### src/rtl/slot_alloc_pkg.sv
package slot_alloc_pkg;

  typedef enum logic [1:0] {
    ST_OK        = 2'd0,
    ST_NONE_FREE = 2'd1,
    ST_INVALID   = 2'd2,
    ST_IN_USE    = 2'd3
  } slot_status_e;

  typedef enum logic [2:0] {
    OP_IDLE    = 3'd0,
    OP_ALLOC   = 3'd1,
    OP_CLAIM   = 3'd2,
    OP_RELEASE = 3'd3,
    OP_MULTI   = 3'd4
  } slot_op_e;

  // Count of raised request lines.
  function automatic int unsigned req_count(input logic a, input logic c, input logic r);
    return int'(a) + int'(c) + int'(r);
  endfunction

  // True when an index names an existing slot.
  function automatic logic idx_in_range(input int unsigned idx, input int unsigned num_slots);
    return idx < num_slots;
  endfunction

endpackage

### src/rtl/slot_req_decode.sv
module slot_req_decode
  import slot_alloc_pkg::*;
#(
  parameter int NUM_SLOTS = 32,
  parameter int REQ_W     = 8,
  localparam int IDX_W    = $clog2(NUM_SLOTS)
) (
  input  logic             alloc_req,
  input  logic             claim_req,
  input  logic             release_req,
  input  logic [REQ_W-1:0] req_idx,
  output slot_op_e         op,
  output logic             in_range,
  output logic [IDX_W-1:0] slot_idx
);

  always_comb begin
    in_range = idx_in_range(int'(req_idx), NUM_SLOTS);
    slot_idx = req_idx[IDX_W-1:0];
    if (req_count(alloc_req, claim_req, release_req) > 1) op = OP_MULTI;
    else if (alloc_req)   op = OP_ALLOC;
    else if (claim_req)   op = OP_CLAIM;
    else if (release_req) op = OP_RELEASE;
    else                  op = OP_IDLE;
  end

endmodule

### src/rtl/slot_lowest_free.sv
module slot_lowest_free #(
  parameter int NUM_SLOTS = 32,
  localparam int IDX_W    = $clog2(NUM_SLOTS)
) (
  input  logic [NUM_SLOTS-1:0] occ,
  output logic                 found,
  output logic [IDX_W-1:0]     free_idx
);

  // first_free[i]: slot i is free and every lower slot is occupied.
  logic [NUM_SLOTS-1:0] first_free;
  logic [NUM_SLOTS-1:0] all_below_busy;

  assign all_below_busy[0] = 1'b1;
  genvar g;
  generate
    for (g = 1; g < NUM_SLOTS; g++) begin : g_chain
      assign all_below_busy[g] = all_below_busy[g-1] & occ[g-1];
    end
    for (g = 0; g < NUM_SLOTS; g++) begin : g_first
      assign first_free[g] = all_below_busy[g] & ~occ[g];
    end
  endgenerate

  always_comb begin
    found    = |first_free;
    free_idx = '0;
    for (int i = 0; i < NUM_SLOTS; i++) begin
      if (first_free[i]) free_idx = IDX_W'(i);
    end
  end

endmodule

### src/rtl/slot_occupancy.sv
module slot_occupancy #(
  parameter int NUM_SLOTS = 32,
  localparam int IDX_W    = $clog2(NUM_SLOTS)
) (
  input  logic                 clk,
  input  logic                 rst_n,
  input  logic                 set_en,
  input  logic [IDX_W-1:0]     set_idx,
  input  logic                 clr_en,
  input  logic [IDX_W-1:0]     clr_idx,
  output logic [NUM_SLOTS-1:0] occ
);

  // Slot 0 is held by the host bridge from reset onward.
  localparam logic [NUM_SLOTS-1:0] RESET_MAP = NUM_SLOTS'(1);

  always_ff @(posedge clk or negedge rst_n) begin
    if (!rst_n) begin
      occ <= RESET_MAP;
    end else begin
      if (set_en) occ[set_idx] <= 1'b1;
      if (clr_en) occ[clr_idx] <= 1'b0;
    end
  end

endmodule

### src/rtl/slot_alloc_top.sv
module slot_alloc_top
  import slot_alloc_pkg::*;
#(
  parameter int NUM_SLOTS = 32,
  parameter int REQ_W     = 8,
  localparam int IDX_W    = $clog2(NUM_SLOTS)
) (
  input  logic             clk,
  input  logic             rst_n,
  input  logic             alloc_req,
  input  logic             claim_req,
  input  logic             release_req,
  input  logic [REQ_W-1:0] req_idx,
  output logic             rsp_valid,
  output logic [1:0]       rsp_status,
  output logic [IDX_W-1:0] rsp_idx
);

  slot_op_e             op;
  logic                 in_range;
  logic [IDX_W-1:0]     slot_idx;
  logic [NUM_SLOTS-1:0] occ;
  logic                 found;
  logic [IDX_W-1:0]     free_idx;

  // Named events for the checker.
  logic                 req_any;
  logic                 op_multi;
  logic                 op_alloc;
  logic                 set_en;
  logic [IDX_W-1:0]     set_idx;
  logic                 clr_en;
  slot_status_e         nxt_status;
  logic [IDX_W-1:0]     nxt_idx;

  slot_req_decode #(.NUM_SLOTS(NUM_SLOTS), .REQ_W(REQ_W)) u_dec (
    .alloc_req  (alloc_req),
    .claim_req  (claim_req),
    .release_req(release_req),
    .req_idx    (req_idx),
    .op         (op),
    .in_range   (in_range),
    .slot_idx   (slot_idx)
  );

  slot_lowest_free #(.NUM_SLOTS(NUM_SLOTS)) u_scan (
    .occ     (occ),
    .found   (found),
    .free_idx(free_idx)
  );

  slot_occupancy #(.NUM_SLOTS(NUM_SLOTS)) u_occ (
    .clk    (clk),
    .rst_n  (rst_n),
    .set_en (set_en),
    .set_idx(set_idx),
    .clr_en (clr_en),
    .clr_idx(slot_idx),
    .occ    (occ)
  );

  assign req_any  = (op != OP_IDLE);
  assign op_multi = (op == OP_MULTI);
  assign op_alloc = (op == OP_ALLOC);

  always_comb begin
    set_en     = 1'b0;
    set_idx    = slot_idx;
    clr_en     = 1'b0;
    nxt_status = ST_INVALID;
    nxt_idx    = '0;
    unique case (op)
      OP_ALLOC: begin
        if (found) begin
          set_en     = 1'b1;
          set_idx    = free_idx;
          nxt_status = ST_OK;
          nxt_idx    = free_idx;
        end else begin
          nxt_status = ST_NONE_FREE;
        end
      end
      OP_CLAIM: begin
        if (!in_range) begin
          nxt_status = ST_INVALID;
        end else if (occ[slot_idx]) begin
          nxt_status = ST_IN_USE;
        end else begin
          set_en     = 1'b1;
          nxt_status = ST_OK;
          nxt_idx    = slot_idx;
        end
      end
      OP_RELEASE: begin
        if (in_range) begin
          clr_en     = 1'b1;
          nxt_status = ST_OK;
          nxt_idx    = slot_idx;
        end
      end
      OP_MULTI: nxt_status = ST_INVALID;
      default:  nxt_status = ST_INVALID;
    endcase
  end

  always_ff @(posedge clk or negedge rst_n) begin
    if (!rst_n) begin
      rsp_valid  <= 1'b0;
      rsp_status <= 2'd0;
      rsp_idx    <= '0;
    end else begin
      rsp_valid <= req_any;
      if (req_any) begin
        rsp_status <= nxt_status;
        rsp_idx    <= nxt_idx;
      end
    end
  end

endmodule

### config.mk
export PLATFORM = sky130hd
export DESIGN_NAME = slot_alloc_top
export DESIGN_NICKNAME = d
export VERILOG_FILES = /design/src/rtl/slot_alloc_pkg.sv /design/src/rtl/slot_req_decode.sv /design/src/rtl/slot_lowest_free.sv /design/src/rtl/slot_occupancy.sv /design/src/rtl/slot_alloc_top.sv
export SDC_FILE = /design/constraint.sdc
export NUM_CORES = 1
export LEC_CHECK = 0
export ABC_AREA = 1
export BUFFER_PORTS_ARGS = -buffer_cell sky130_fd_sc_hd__buf_2
export CAP_MARGIN = 5
export CELL_PAD_IN_SITES_DETAIL_PLACEMENT = 2
export CELL_PAD_IN_SITES_GLOBAL_PLACEMENT = 2
export CORE_UTILIZATION = 34
export DETAILED_ROUTE_END_ITERATION = 10
export PLACE_DENSITY = 0.87
export SYNTH_ARGS = -nofsm -noshare
export SYNTH_HDL_FRONTEND = slang
export SYNTH_HIERARCHICAL = 1
export SYNTH_SLANG_ARGS = --single-unit
### constraint.sdc
create_clock -name clk -period 4.15 [get_ports clk]
set_input_delay 0.415 -clock clk [delete_from_list [all_inputs] [get_ports clk]]
set_output_delay 0.415 -clock clk [all_outputs]
set_load 0.01 [all_outputs]
After elaboration in Yosys (flattened, before gate mapping)
Index checks and enable logic that the tools add are counted.
Widths: inputs -> output; s select.
{ "totals": {"register_bits": 40, "input_bits": 13, "out_inout_bits": 8} }
{ "op_classes": {"add_sub_neg": 2, "magnitude_cmp": 6, "n_eq_ne": 3, "mux": 61, "bitwise_logic": 96, "n_reduce_logical": 4} }
{ "ops": {"columns": ["cell", "n"], "rows": [
  ["$mux 5", 36],
  ["$mux 32", 2],
  ["$and 1x1->1", 61],
  ["$add 32x2->32", 1],
  ["$and 32x32->32", 1],
  ["$gt 32x1->1 const B", 1],
  ["$not 1->1", 32],
  ["$not 32->32", 1],
  ["$or 32x32->32", 1],
  ["$reduce_or 32->1", 1],
  ["$pmux 5 s3", 1],
  ["$lt 5x6->1 const B", 2],
  ["$demux 1 s5", 2],
  ["$ge 5x1->1 const B", 2],
  ["$mux 1", 10],
  ["$mux 3", 3],
  ["$lt 8x6->1 const B", 1],
  ["$mux 2", 4],
  ["$eq 3x2->1 const B", 2],
  ["$pmux 2 s3", 1],
  ["$bmux 1 s5", 1],
  ["$eq 3x1->1 const B", 1],
  ["$reduce_bool 3->1", 1],
  ["$add 1x1->2", 1],
  ["other kinds (2)", 3]
]} }

Longest topological paths before layout
Gate-level depths: netlist of the first run.
{ "depth": {"depth_word": 43, "depth_mapped": 26} }

Modules after synthesis
The synthesis of the first run kept the hierarchy.
{ "modules_own_cells": {"columns": ["module", "instances", "cells_per_inst", "area_per_inst_um2", "seq_area_each_um2"], "rows": [
  ["slot_occupancy", 1, 206, 1506.4, 802.0],
  ["slot_alloc_top", 1, 135, 799.5, 200.2],
  ["slot_lowest_free", 1, 87, 614.3, 0.0],
  ["slot_req_decode", 1, 16, 97.6, 0.0]
]} }

Least setup slack after synthesis of the first run
No wires, ideal clock.
{ "synth_path": {"path_type": "register to register", "start": "reg u_occ.occ[0]", "end": "reg u_occ.occ[22]", "setup_time_ns": 0.118, "arrival_time_ns": 3.570, "required_time_ns": 4.032, "slack_ns": 0.462, "path_stages_with_launch": 26, "n_path_buf": 0, "path_cell_list": "dfstp_2 > nand2_2 > nor2_4 > nand4_4 > nor2_4 > nand4_4 > nor2_4 > nand4_4 > nor2_4 > nand4_4 > nor2_4 > nand4_4 > nor2_4 > nand4_4 > nor2_4 > o41ai_2 > nand4_1 > inv_1 > nor2_1 > nand2_1 > o21ai_0 > inv_1 > nand3_1 > nor2_1 > nor2_1 > nor2_1"} }
{ "synth_between": {"elab_chain_cells": 42, "word_cells_on_any_way": 111, "cone_classes": "2 x order compare; 43 x mux; 64 x bitwise; 2 x reduce/logical"} }
{ "synth_rtl": {"columns": ["item", "line_no", "rtl"], "rows": [
  ["start: declaration", "slot_occupancy.sv:11", "output logic [NUM_SLOTS-1:0] occ"],
  ["start signal: assignment", "slot_occupancy.sv:19", "occ <= RESET_MAP;"],
  ["start signal: indexed assignment", "slot_occupancy.sv:21", "if (set_en) occ[set_idx] <= 1'b1;"],
  ["start signal: indexed assignment", "slot_occupancy.sv:22", "if (clr_en) occ[clr_idx] <= 1'b0;"],
  ["$and 1x1->1 (30 in a row)", "slot_lowest_free.sv:18", "assign all_below_busy[g] = all_below_busy[g-1] & occ[g-1];"],
  ["$and 1x1->1", "slot_lowest_free.sv:21", "assign first_free[g] = all_below_busy[g] & ~occ[g];"],
  ["$reduce_or 32->1 (*)", "slot_lowest_free.sv:26", "found = |first_free;"],
  ["named net found", "slot_alloc_top.sv:23", "logic found;"],
  ["$mux 5 (*)", "slot_alloc_top.sv:74", "if (found) begin"],
  ["$mux 5 (*)", "slot_alloc_top.sv:72", "unique case (op)"],
  ["named net set_idx[3]", "slot_alloc_top.sv:31", "logic [IDX_W-1:0] set_idx;"],
  ["$lt 5x6->1 (not written as such) or $ge 5x1->1 (tied branches)", "slot_occupancy.sv:21", null],
  ["$logic_and 1x1->1 (not written as such)", "slot_occupancy.sv:21", null],
  ["$mux 1 (not written as such)", "slot_occupancy.sv:21", null],
  ["$demux 1 s5 (*)", null, null],
  ["$or 32x32->32 (no line) (*)", null, null],
  ["$mux 32 (*)", "slot_occupancy.sv:21", null],
  ["$and 32x32->32 (no line)", null, null],
  ["$mux 32 (*)", "slot_occupancy.sv:22", null]
]} }
The timed path passes the listed nets; every way through them passes the cells marked *. The select of a mux whose other input is x is not followed.
A chain may end at the register's enable or synchronous reset.

Worst setup path in the final report of the first run
{ "layout_path": {"start": "reg u_occ.occ[0]", "end": "reg u_occ.occ[25]"} }
{ "layout_between": {"word_cells_on_any_way": 111, "cone_classes": "2 x order compare; 43 x mux; 64 x bitwise; 2 x reduce/logical"} }
{ "layout_rtl": {"columns": ["item", "line_no", "rtl"], "rows": [
  ["$and 1x1->1 (30 in a row)", "slot_lowest_free.sv:18", null],
  ["$and 1x1->1", "slot_lowest_free.sv:21", null],
  ["$reduce_or 32->1 (*)", "slot_lowest_free.sv:26", null],
  ["named net found", "slot_alloc_top.sv:23", null],
  ["$mux 1 (*)", "slot_alloc_top.sv:74", null],
  ["$pmux 1 s2 (*)", "slot_alloc_top.sv:72", null],
  ["named net set_en", "slot_alloc_top.sv:30", "logic set_en;"],
  ["$mux 32 (*)", "slot_occupancy.sv:21", null],
  ["$and 32x32->32 (no line)", null, null],
  ["$mux 32 (*)", "slot_occupancy.sv:22", null]
]} }
Marks and branches as above.

==> tab_implementation.tex, run 1 <==
\begin{tabular}{lr}
\hline
Metric & Value \\
\hline
\multicolumn{2}{l}{\textbf{Layout}} \\
Share of post-route cells with drive strength above 1 & between 20\% and 30\% \\
Finished layout cell area & about 3900 µm² \\
Count of antenna diodes in the layout & 0 \\
Area taken by flip-flops and latches & between 1000 and 1500 µm² \\
Final std cells w/o fill & 600 \\
Number of nets in the layout & just over 500 \\
Multi-input gate area in the final layout & between 2000 and 2500 µm² \\
Most used cells in the layout excluding fill and tap cells & 95 x sky130\_fd\_sc\_hd\_\_nor2\_1, 69 x sky130\_fd\_sc\_hd\_\_nand2\_1, 51 x sky130\_fd\_sc\_hd\_\_nand3\_1 \\
Number of fillers in the final layout & between 900 and 1000 \\
Most frequent standard cell in the layout excluding fill and tap cells & sky130\_fd\_sc\_hd\_\_nor2\_1 \\
Area grow syn2layout & 28.4\% \\
\multicolumn{2}{l}{\textbf{Floorplan}} \\
Die area & 9260 µm² \\
DIE HEIGHT & slightly below 100 µm \\
Initial core utilization & 34.9\% \\
Core region area & around 8600 µm² \\
Floorplan die width & about 96 µm \\
Boundary Pins & 21 \\
Rows & 34 \\
\multicolumn{2}{l}{\textbf{Timing}} \\
Measured slew at the worst slew-check pin & about 1000 ps \\
Fmax achieved & 223 MHz \\
Final critical delay including setup and external delays & about 4500 ps \\
Setup repair after global routing missed its margin & true \\
Hold violation count in the final report & 0 \\
Final critical-path share of the clock period & 108\% \\
Worst path setup slack after routing & -336 ps \\
Max Slew Vio Count & 0 \\
Post-Route Setup TNS & -6450 ps \\
Worst slew margin & 33.3\% \\
Hold slack & $\sim$250 ps \\
Final count of negative-setup-slack endpoints & 32 \\
Worst setup skew after layout & $\sim$22 ps \\
\multicolumn{2}{l}{\textbf{Detailed routing}} \\
Residual DRC count & 0 \\
Via-to-Cell Ratio & a little over 6 \\
Count of routing violations after the opening detailed-route iteration & 198 \\
Average wire per standard cell & 27.9 µm \\
Number of routed nets with antenna violations & 0 \\
1st-pass router iterations & 5 \\
Via count & about 3700 \\
Final routed wirelength across all metal layers & approximately 17000 µm \\
\multicolumn{2}{l}{\textbf{Placed design}} \\
Number of port buffers & 20 \\
Final weighted congestion of routability-driven global placement & roughly 0.87 \\
Total half-perimeter wirelength after legalization and detailed placement & roughly 8900 µm \\
Total placed cells including tap cells & $\sim$570 \\
Dpl cell area & roughly 3200 µm² \\
\multicolumn{2}{l}{\textbf{Logic synthesis}} \\
Total standard cell area after synthesis & slightly above 3000 µm² \\
Number of library cell types mapped by synthesis & 31 \\
Number of nets produced by synthesis & 458 \\
Mean Syn Cell Area & around 6.8 µm² \\
Cell type contributing the most total cell area after synthesis & sky130\_fd\_sc\_hd\_\_dfrtp\_1 \\
Register bit count reported by yosys & 40 \\
Cell types occupying the most area after synthesis & sky130\_fd\_sc\_hd\_\_dfrtp\_1 32\%, sky130\_fd\_sc\_hd\_\_nor2\_1 14\%, sky130\_fd\_sc\_hd\_\_nand2\_1 10\% \\
Commonest register cell after synthesis & sky130\_fd\_sc\_hd\_\_dfrtp\_1 \\
Area fraction of the dominant cell type after synthesis & about a third \\
Number of enable flip-flop cells after synthesis & 0 \\
Gate count after technology mapping & approximately 440 \\
Yosys warning total & 6 \\
FFs w/ async S/R, synth & 100\% \\
Post-synthesis sequential area ratio & between 30\% and 40\% \\
\multicolumn{2}{l}{\textbf{Worst hold path}} \\
Worst hold path type & input port to asynchronous set/reset pin \\
\multicolumn{2}{l}{\textbf{Global routing}} \\
First-pass GRT wire length & 19400 µm \\
Largest net degree at the start of global routing & between 40 and 50 \\
Global routing usage summed across all routing layers & between 20 and 30\% \\
Residual overflow from global routing & 0 \\
Via count of the first global-routing pass & 3500 \\
Initial antenna violation count & 0 \\
\multicolumn{2}{l}{\textbf{Run}} \\
Number of violations of the max-capacitance limit & 0 \\
\multicolumn{2}{l}{\textbf{Status}} \\
Status & finished with violations \\
Violated checks & setup timing \\
\multicolumn{2}{l}{\textbf{Setup path}} \\
Max stage delay on crit path & 580 ps \\
CP Launch Type & flop \\
Standard cell with the maximum stage delay on the critical path & sky130\_fd\_sc\_hd\_\_dfstp\_2 \\
Crit path arrival time & 4730 ps \\
List of cells traversed by the critical path & nand2\_2, nor2\_4, nand4\_4, nor2\_4, nand4\_4, nor2\_4, nand4\_4, nor2\_4, nand4\_4, nor2\_4, nand4\_4, nor2\_4, nand4\_4, nor2\_4, o41ai\_4, nand4\_1, inv\_2, o21ai\_0, buf\_4, nand2\_2, buf\_6, nor2\_4, a21oi\_1, nor2\_1 \\
Type of destination of the critical path & flop \\
CP max FO & 6 \\
CP bufs+invs & 3 \\
Top cell family by delay on the critical path & simple AND/OR/NAND/NOR gates \\
Slack of the worst reg-to-reg path & -340 ps \\
CP dominant cell by count & sky130\_fd\_sc\_hd\_\_nor2\_4 \\
Worst EP required & about 4400 ps \\
Crit Path Class & flop to flop \\
\multicolumn{2}{l}{\textbf{Power and ir drop}} \\
Largest vdd supply drop & roughly 0.18 mV \\
P per Cell Area & between 300 and 400 nW/µm² \\
Share of total power in the clock network & roughly 28\% \\
P\_int & between 0.8 and 0.9 mW \\
Switching pwr & between 0.6 and 0.7 mW \\
Leakage power total & $\sim$1.8 nW \\
Switching part of the total power & a little over two fifths \\
Power consumption & 1.41 mW \\
Comb power frac & between 30\% and 40\% \\
Seq pwr share & between 40\% and 50\% \\
\multicolumn{2}{l}{\textbf{Clocking}} \\
CTS tree & done \\
Clock Root Buffer & sky130\_fd\_sc\_hd\_\_clkbuf\_8 \\
Number of buffers created by CTS & 5 \\
Post-CTS Hold Buffers & 0 \\
Clock insertion delay at the later pin of the skew report & 330 ps \\
Clock slew at reported path FFs & 110 ps \\
H-tree levels & 2 \\
Maximum clock insertion buffer count & 2 \\
Clk sinks & 40 \\
\hline
\end{tabular}
==> synthesized netlist by cell type (3+ instances only) <==
cell / count
sky130_fd_sc_hd__nand4_4: 6
sky130_fd_sc_hd__buf_6: 3
sky130_fd_sc_hd__nor3_1: 5
sky130_fd_sc_hd__a21oi_1: 16
sky130_fd_sc_hd__o21ai_0: 9
sky130_fd_sc_hd__o2111ai_1: 5
sky130_fd_sc_hd__nand3_1: 60
sky130_fd_sc_hd__dfrtp_1: 39
sky130_fd_sc_hd__buf_4: 7
sky130_fd_sc_hd__nand2_1: 80
sky130_fd_sc_hd__inv_1: 52
sky130_fd_sc_hd__nor2_1: 115
sky130_fd_sc_hd__nor2_4: 7
sky130_fd_sc_hd__nand2_2: 9
sky130_fd_sc_hd__nand3b_1: 5
sky130_fd_sc_hd__nand4_1: 6
==> final cells by class <==
| cell class | count | share of cell area, % |
|---|---|---|
| multi-input combinational | 340 | 52.5 |
| sequential | 40 | 25.9 |
| timing repair buffer | 50 | 9.50 |
| inverter | 54 | 5.43 |
| tap | 108 | 3.49 |
| clock buffer | 7 | 2.49 |
| clock inverter | 1 | 0.775 |
==> cells by family after synthesis <==
logic type      share of synthesized area [%]
compound gates                           9.04
fa+ha+maj                               0.415
buf+inv                                  9.66
flops                                    33.2
simple gates                             47.7
==> sequential cells by signal (all words and copies together) (netlist names) <==
signal,flops
rsp_status,2
rsp_valid,1
u_occ/occ,32
rsp_idx,5
==> routing by layer <==
metal,share of wire (%),routed length [µm],GRT usage [%],vias up
met5,0,0,0,-
met4,5.2,867,13.6,0
met3,5.4,902,3.32,54
met2,49,8250,51.1,176
met1,40,6730,36.2,1876
li1,-,-,-,1545
==> worst paths after layout <==
path,endpoint,from,depth (start not counted)
worst max-delay path,u_occ/occ[25],u_occ/occ[0],24
worst min-delay path,u_occ/occ[31],rst_n,1
worst max register to register,u_occ/occ[25],u_occ/occ[0],24
worst min register to register,rsp_idx[3],rsp_idx[3],2
max in group asynchronous,u_occ/occ[8],rst_n,1
min in group clk,rsp_idx[4],req_idx[4],3
==> power groups by stage <==
stage	Combinational, mW	Clock, mW	Sequential [mW]
floorplan	0.214	0	0.538
global placement	0.291	0	0.558
detailed placement	0.311	0	0.564
CTS	0.328	0.378	0.557
global route	0.478	0.405	0.578
finish	0.451	0.389	0.569
==> per-stage QoR <==
step	worst slack [ps]	utilization, %
3_5_place_dp	-176	37.0
3_3_place_gp	97.5	37.0
5_1_grt	-454	44.9
4_1_cts	9.62	39.3
2_1_floorplan	462	-
6_report	-336	44.9
==> repair_timing <==
item / 4_1_cts / 5_1_grt
gates cloned: 0 / 1
gates resized for setup: 18 / 79
pin swaps: 1 / 27
setup buffers: 2 / 23
setup endpoints to repair: 31 / 32
Note: power is estimated with default switching activity, not from simulation.
==> run 2: changes to the inputs <==
- ABC_AREA: 1 -> not set
- BUFFER_PORTS_ARGS: -buffer_cell sky130_fd_sc_hd__buf_2 -> not set
- CAP_MARGIN: 5 -> not set
- CORE_UTILIZATION: 34 -> 40
- DONT_BUFFER_PORTS: not set -> 1
- PLACE_DENSITY: 0.87 -> 0.88
==> run 2 against run 1 <==
Net effect: clock power down 26%; core utilization decreased by 0.79 points; critical endpoint is now u_occ/occ[26]; setup slack improved by 1400 ps; register-to-register slack improved by 1400 ps; first-iteration DRC count decreased by 42%; the run ends with DRC left; combinational power decreased by 24%.
==> tab_implementation.tex, run 2 <==
\begin{tabular}{lr}
\hline
Metric & Value \\
\hline
\multicolumn{2}{l}{\textbf{Setup path}} \\
CP dominant cell by count & sky130\_fd\_sc\_hd\_\_a21oi\_1 \\
Crit Path Class & flop to flop \\
Crit path arrival time & $\sim$3300 ps \\
Beginning of the worst register-to-register path & u\_occ/occ[0] \\
Standard cell with the maximum stage delay on the critical path & sky130\_fd\_sc\_hd\_\_dfstp\_2 \\
CP Launch Type & flop \\
Max stage delay on crit path & roughly 600 ps \\
Source of the critical timing path & u\_occ/occ[0] \\
Worst EP required & about 4400 ps \\
Type of destination of the critical path & flop \\
List of cells traversed by the critical path & nand4\_2, nor4\_4, nand3\_1, and3\_1, mux2\_2, and3b\_1, a21oi\_1, a21oi\_1 \\
CP max FO & 11 \\
\multicolumn{2}{l}{\textbf{Status}} \\
Status & finished with violations \\
Violated checks & DRC \\
\multicolumn{2}{l}{\textbf{Timing}} \\
Fmax achieved & approximately 330 MHz \\
Max Slew Vio Count & 0 \\
Worst slew margin & 44.7\% \\
Final critical-path share of the clock period & 73.8\% \\
Setup repair after global routing missed its margin & false \\
Final critical delay including setup and external delays & 3060 ps \\
Final count of negative-setup-slack endpoints & 0 \\
Worst setup skew after layout & about 12 ps \\
Post-Route Setup TNS & 0 ps \\
Hold slack & $\sim$270 ps \\
Hold violation count in the final report & 0 \\
Measured slew at the worst slew-check pin & about 830 ps \\
\multicolumn{2}{l}{\textbf{Clocking}} \\
Clock Root Buffer & sky130\_fd\_sc\_hd\_\_clkbuf\_8 \\
Number of buffers created by CTS & 5 \\
Clock insertion delay at the later pin of the skew report & approximately 300 ps \\
Maximum clock insertion buffer count & 2 \\
CTS resizes & 0 \\
H-tree levels & 2 \\
Clock slew at reported path FFs & around 90 ps \\
Clk sinks & 40 \\
Setup fix buffers added after clock tree synthesis & 0 \\
CTS tree & done \\
Post-CTS Hold Buffers & 2 \\
\multicolumn{2}{l}{\textbf{Power and ir drop}} \\
P per Cell Area & about 460 nW/µm² \\
Leakage power total & around 1.2 nW \\
Largest vdd supply drop & roughly 0.2 mV \\
\multicolumn{2}{l}{\textbf{Floorplan}} \\
Floorplan die width & roughly 84 µm \\
Rows & 29 \\
Boundary Pins & 21 \\
Initial core utilization & 42.0\% \\
DIE HEIGHT & 84.1 µm \\
Die area & 7080 µm² \\
Core region area & $\sim$6400 µm² \\
\multicolumn{2}{l}{\textbf{Layout}} \\
Largest register by flop count & u\_occ/occ \\
Count of antenna diodes in the layout & 0 \\
Number of nets in the layout & about 310 \\
Number of fillers in the final layout & 703 \\
Leading registers by flop count & u\_occ/occ x32, rsp\_idx x5, rsp\_status x2 \\
Share of post-route cells with drive strength above 1 & 12.4\% \\
Number of flip-flops in the largest register & 32 \\
Most frequent standard cell in the layout excluding fill and tap cells & sky130\_fd\_sc\_hd\_\_a21oi\_1 \\
Area grow syn2layout & 4.87\% \\
Most used cells in the layout excluding fill and tap cells & 69 x sky130\_fd\_sc\_hd\_\_a21oi\_1, 39 x sky130\_fd\_sc\_hd\_\_dfrtp\_1, 27 x sky130\_fd\_sc\_hd\_\_nand2\_1 \\
\multicolumn{2}{l}{\textbf{Global routing}} \\
Initial antenna violation count & 0 \\
Residual overflow from global routing & 0 \\
Via count of the first global-routing pass & 2735 \\
Largest net degree at the start of global routing & 41 \\
Global routing usage summed across all routing layers & approximately 28\% \\
First-pass GRT wire length & around 15000 µm \\
\multicolumn{2}{l}{\textbf{Logic synthesis}} \\
Library cell with the highest instance count after synthesis & sky130\_fd\_sc\_hd\_\_a21oi\_1 \\
Gate count after technology mapping & 301 \\
Number of enable flip-flop cells after synthesis & 0 \\
Register bit count reported by yosys & 40 \\
Cell type contributing the most total cell area after synthesis & sky130\_fd\_sc\_hd\_\_dfrtp\_1 \\
Number of nets produced by synthesis & roughly 320 \\
Commonest register cell after synthesis & sky130\_fd\_sc\_hd\_\_dfrtp\_1 \\
Yosys warning total & 6 \\
Post-synthesis sequential area ratio & about 37\% \\
FFs w/ async S/R, synth & between 90\% and 100\% \\
Cell types occupying the most area after synthesis & sky130\_fd\_sc\_hd\_\_dfrtp\_1 36\%, sky130\_fd\_sc\_hd\_\_a21oi\_1 13\%, sky130\_fd\_sc\_hd\_\_mux2i\_1 5.9\% \\
Mean Syn Cell Area & around 9 µm² \\
Area fraction of the dominant cell type after synthesis & $\sim$36\% \\
Number of library cell types mapped by synthesis & 55 \\
List of most frequent post-synthesis cells & 69 x sky130\_fd\_sc\_hd\_\_a21oi\_1, 39 x sky130\_fd\_sc\_hd\_\_dfrtp\_1, 27 x sky130\_fd\_sc\_hd\_\_nand2\_1, 16 x sky130\_fd\_sc\_hd\_\_mux2i\_1 \\
Total standard cell area after synthesis & between 2000 and 3000 µm² \\
\multicolumn{2}{l}{\textbf{Placed design}} \\
Total half-perimeter wirelength after legalization and detailed placement & around 6300 µm \\
Final weighted congestion of routability-driven global placement & 0.828 \\
Number of port buffers & 0 \\
\multicolumn{2}{l}{\textbf{Detailed routing}} \\
Count of routing violations after the opening detailed-route iteration & 115 \\
Residual DRC count & 10 \\
Via count & between 2000 and 2500 \\
Average wire per standard cell & 25.4 µm \\
1st-pass router iterations & 7 \\
Number of routed nets with antenna violations & 0 \\
Final routed wirelength across all metal layers & 9510 µm \\
Via-to-Cell Ratio & around 6.7 \\
\multicolumn{2}{l}{\textbf{Run}} \\
Number of violations of the max-capacitance limit & 0 \\
\multicolumn{2}{l}{\textbf{Worst hold path}} \\
Hold wc startpoint & req\_idx[1] \\
Worst hold path type & input port to flop \\
\hline
\end{tabular}
## run 2: cell type report
class,count,area (µm²),share of cell area (%)
multi-input combinational,240,1580,55.7
sequential,40,1000,35.4
tap,77,96.3,3.40
clock buffer,6,82.6,2.92
timing repair buffer,2,30.0,1.06
inverter,8,30.0,1.06
clock inverter,2,13.8,0.486
## run 2: power by group
part / internal (mW) / switching, mW / total (mW) / leakage (nW)
Combinational: 0.146 / 0.195 / 0.341 / 0.602
Sequential: 0.496 / 0.167 / 0.663 / 0.515
Clock: 0.136 / 0.152 / 0.288 / 0.0516
## run 2: path summary, 6_finish.rpt
path / endpoint / slack, ps / depth (start not counted)
worst max-delay path: u_occ/occ[26] / 1090 / 8
worst min-delay path: rsp_idx[1] / 270 / 2
worst max register to register: u_occ/occ[26] / 1090 / 8
worst min register to register: rsp_idx[4] / 580 / 2
max in group asynchronous: u_occ/occ[0] / 3280 / 2
min in group asynchronous: rsp_status[1] / 590 / 2
## run 2: through the flow
step	power, mW	instance area, µm²	setup WS (ps)	cells	utilization [%]
after floorplan	0.878	2700	1570	301	-
after global placement	0.955	2700	1120	365	42.1
after global routing	1.36	2830	962	375	44.1
after CTS	1.29	2830	1130	375	44.1
final	1.29	2830	1090	375	44.1
after detailed placement	0.982	2700	960	365	42.1
## run 2: metal layers
| metal | track usage (%) | vias to the layer above | routed length (µm) |
|---|---|---|---|
| li1 | - | 1110 | - |
| met1 | 36.4 | 1286 | 3990 |
| met2 | 47.8 | 82 | 4740 |
| met3 | 3.83 | 16 | 522 |
| met4 | 11.4 | 0 | 262 |
| met5 | 0 | - | 0 |
## run 2: worst max-delay path: cells and delay by family (launching register included)
family	cells	cell delay, ps
and+or+nand+nor	5	1690
muxes	1	390
AOI/OAI and AO/OA	2	300
DFF	1	600
## run 2: cells by family (layout without fill, tap and decap cells)
family / Yosys count / after routing / share of synthesized area [%]
AO/OA/AOI/OAI: 112 / 112 / 24.5
AND/OR/NAND/NOR: 106 / 106 / 25.4
flip-flops: 40 / 40 / 37.1
multiplexers: 21 / 21 / 8.02
buffers and inverters: 21 / 18 / 4.50
adder cells (fa/ha/maj): 1 / 1 / 0.464
==> run 3: changes to the inputs <==
- clock period: 4.15 -> 3.1 ns (I/O delays scaled with it)
==> run 3 against run 2 <==
Net effect: the flow still finishes with violations (DRC); fmax up 4.3%; die area unchanged; sequential power up 34%; core utilization up 1.3 points; largest cell class unchanged; largest power group unchanged.
==> tab_implementation.tex, run 3 (synthesized netlist as in run 2, its figures left out) <==
\begin{tabular}{lr}
\hline
Metric & Value \\
\hline
\multicolumn{2}{l}{\textbf{Global routing}} \\
Residual overflow from global routing & 0 \\
Via count of the first global-routing pass & roughly 2800 \\
Global routing usage summed across all routing layers & around 30\% \\
First-pass GRT wire length & 15600 µm \\
Initial antenna violation count & 0 \\
Largest net degree at the start of global routing & between 40 and 50 \\
\multicolumn{2}{l}{\textbf{Detailed routing}} \\
1st-pass router iterations & 7 \\
Residual DRC count & 10 \\
Average wire per standard cell & roughly 26 µm \\
Via-to-Cell Ratio & 6.67 \\
Via count & roughly 2500 \\
Count of routing violations after the opening detailed-route iteration & about 180 \\
Number of routed nets with antenna violations & 0 \\
Top Layer Used & met4 \\
Final routed wirelength across all metal layers & approximately 10000 µm \\
Sum of met2 wire segment lengths after detailed routing & 4980 µm \\
Routed met3 length & $\sim$430 µm \\
Metal-1 WL & between 4000 and 5000 µm \\
\multicolumn{2}{l}{\textbf{Timing}} \\
Fmax achieved & between 300 and 400 MHz \\
Worst path setup slack after routing & between 150 and 200 ps \\
Hold slack & 142 ps \\
Hold violation count in the final report & 0 \\
Final critical delay including setup and external delays & about 2900 ps \\
Worst setup skew after layout & 12.2 ps \\
Measured slew at the worst slew-check pin & just under 700 ps \\
Max Slew Vio Count & 0 \\
Final critical-path share of the clock period & approximately 95\% \\
Worst slew margin & 53.5\% \\
Final count of negative-setup-slack endpoints & 0 \\
\multicolumn{2}{l}{\textbf{Setup path}} \\
Worst reg2reg path endpoint & u\_occ/occ[11] \\
Crit Path Class & flop to flop \\
Worst EP required & about 3300 ps \\
Slack of the worst reg-to-reg path & approximately 160 ps \\
Crit path arrival time & $\sim$3200 ps \\
CP max FO & 11 \\
Beginning of the worst register-to-register path & u\_occ/occ[0] \\
CP Launch Type & flop \\
Type of destination of the critical path & flop \\
Worst-case reg-to-reg path depth & 8 \\
\multicolumn{2}{l}{\textbf{Floorplan}} \\
Core region area & between 6000 and 7000 µm² \\
Initial core utilization & between 40\% and 50\% \\
DIE HEIGHT & roughly 84 µm \\
Rows & 29 \\
Floorplan die width & 84.1 µm \\
Boundary Pins & 21 \\
Die area & approximately 7000 µm² \\
\multicolumn{2}{l}{\textbf{Clocking}} \\
Maximum clock insertion buffer count & 2 \\
H-tree levels & 2 \\
CTS tree & done \\
Clock slew at reported path FFs & $\sim$90 ps \\
Number of buffers created by CTS & 5 \\
Setup fix buffers added after clock tree synthesis & 0 \\
Clock Root Buffer & sky130\_fd\_sc\_hd\_\_clkbuf\_8 \\
Clk sinks & 40 \\
Clock insertion delay at the later pin of the skew report & 310 ps \\
\multicolumn{2}{l}{\textbf{Layout}} \\
Number of flip-flops in the largest register & 32 \\
Multi-input gate area in the final layout & between 1500 and 2000 µm² \\
Final std cells w/o fill & about 380 \\
Most used cells in the layout excluding fill and tap cells & 69 x sky130\_fd\_sc\_hd\_\_a21oi\_1, 39 x sky130\_fd\_sc\_hd\_\_dfrtp\_1, 27 x sky130\_fd\_sc\_hd\_\_nand2\_1 \\
Area taken by flip-flops and latches & $\sim$1000 µm² \\
Number of fillers in the final layout & around 710 \\
Largest register by flop count & u\_occ/occ \\
Count of antenna diodes in the layout & 0 \\
Area grow syn2layout & 7.97\% \\
Finished layout cell area & 2910 µm² \\
Most frequent standard cell in the layout excluding fill and tap cells & sky130\_fd\_sc\_hd\_\_a21oi\_1 \\
Number of nets in the layout & 317 \\
Leading registers by flop count & u\_occ/occ x32, rsp\_idx x5, rsp\_status x2 \\
Share of post-route cells with drive strength above 1 & between 10 and 15\% \\
\multicolumn{2}{l}{\textbf{Placed design}} \\
Post-placement worst setup slack & $\sim$170 ps \\
Total half-perimeter wirelength after legalization and detailed placement & 6520 µm \\
Total placed cells including tap cells & between 300 and 400 \\
Number of port buffers & 0 \\
Final weighted congestion of routability-driven global placement & just over 0.8 \\
Dpl cell area & around 2700 µm² \\
\multicolumn{2}{l}{\textbf{Status}} \\
Violated checks & DRC \\
Status & finished with violations \\
\multicolumn{2}{l}{\textbf{Power and ir drop}} \\
Largest vdd supply drop & around 0.29 mV \\
P per Cell Area & about 650 nW/µm² \\
Power consumption & $\sim$1.9 mW \\
Leakage power total & approximately 1.2 nW \\
\multicolumn{2}{l}{\textbf{Worst hold path}} \\
Worst hold path type & input port to flop \\
Capture endpoint of the worst hold path & rsp\_idx[4] \\
Hold wc startpoint & req\_idx[4] \\
Worst Hold Depth & 2 \\
\multicolumn{2}{l}{\textbf{Run}} \\
Number of violations of the max-capacitance limit & 0 \\
\hline
\end{tabular}
==> run 3: cell count changes in the layout (fill, tap and decap cells not counted), sizes merged <==
| cell | delta |
|---|---|
| buf | +6 |
| clkinv | -1 |
| inv | -1 |
| bufinv | +2 |
==> run 3: where the power goes <==
| part | total (mW) | internal (mW) | switching, mW |
|---|---|---|---|
| registers | 0.891 | 0.664 | 0.228 |
| logic | 0.475 | 0.199 | 0.275 |
| clock network | 0.519 | 0.322 | 0.197 |
==> run 3: final cells by class <==
type / instances / share of cell area (%)
Clock buffer: 6 / 2.49
Tap cell: 77 / 3.31
Clock inverter: 2 / 2.06
Inverter: 8 / 1.03
Multi-Input combinational cell: 240 / 54.1
Timing Repair Buffer: 8 / 2.58
Sequential cell: 40 / 34.4
==> run 3: worst max-delay path, stage by stage, from the launching register on <==
cell and delay [ps]:
sky130_fd_sc_hd__dfstp_2 580, sky130_fd_sc_hd__nand4_2 200, sky130_fd_sc_hd__nor4_4 420, sky130_fd_sc_hd__nand3_1 170
sky130_fd_sc_hd__and3_1 340, sky130_fd_sc_hd__mux2_2 350, sky130_fd_sc_hd__and3_1 510, sky130_fd_sc_hd__a21oi_1 150
sky130_fd_sc_hd__a21oi_1 150
==> run 3: layer usage <==
layer	vias to the layer above	GRT usage [%]
met5	-	0
met4	0	18.3
met3	32	6.39
met2	84	50.5
met1	1307	33.9
li1	1120	-
==> run 3: timing repair <==
| action | 4_1_cts | 5_1_grt |
|---|---|---|
| hold endpoints to repair | 40 | 0 |
| hold buffers | 2 | 0 |
| endpoints found under the setup margin | 0 | 11 |
| resized for setup | 0 | 2 |
==> run 3: metrics by stage <==
| stage | utilization, % | setup TNS [ps] |
|---|---|---|
| finish | 45.4 | 0 |
| global placement | 42.8 | 0 |
| floorplan | - | 0 |
| CTS | 45.3 | 0 |
| detailed placement | 42.8 | 0 |
| global route | 45.4 | -7.18 |
==> run 3: worst max path at each step <==
| stage | slack [ps] | start | cells after the start | to |
|---|---|---|---|---|
| after floorplan | 620 | alloc_req | 11 | u_occ/occ[23] |
| after global placement | 340 | u_occ/occ[0] | 8 | u_occ/occ[5] |
| after detailed placement | 170 | u_occ/occ[0] | 8 | u_occ/occ[17] |
| after CTS | 110 | u_occ/occ[0] | 8 | u_occ/occ[1] |
| after global routing | -7 | u_occ/occ[0] | 8 | u_occ/occ[27] |
| final | 160 | u_occ/occ[0] | 8 | u_occ/occ[11] |
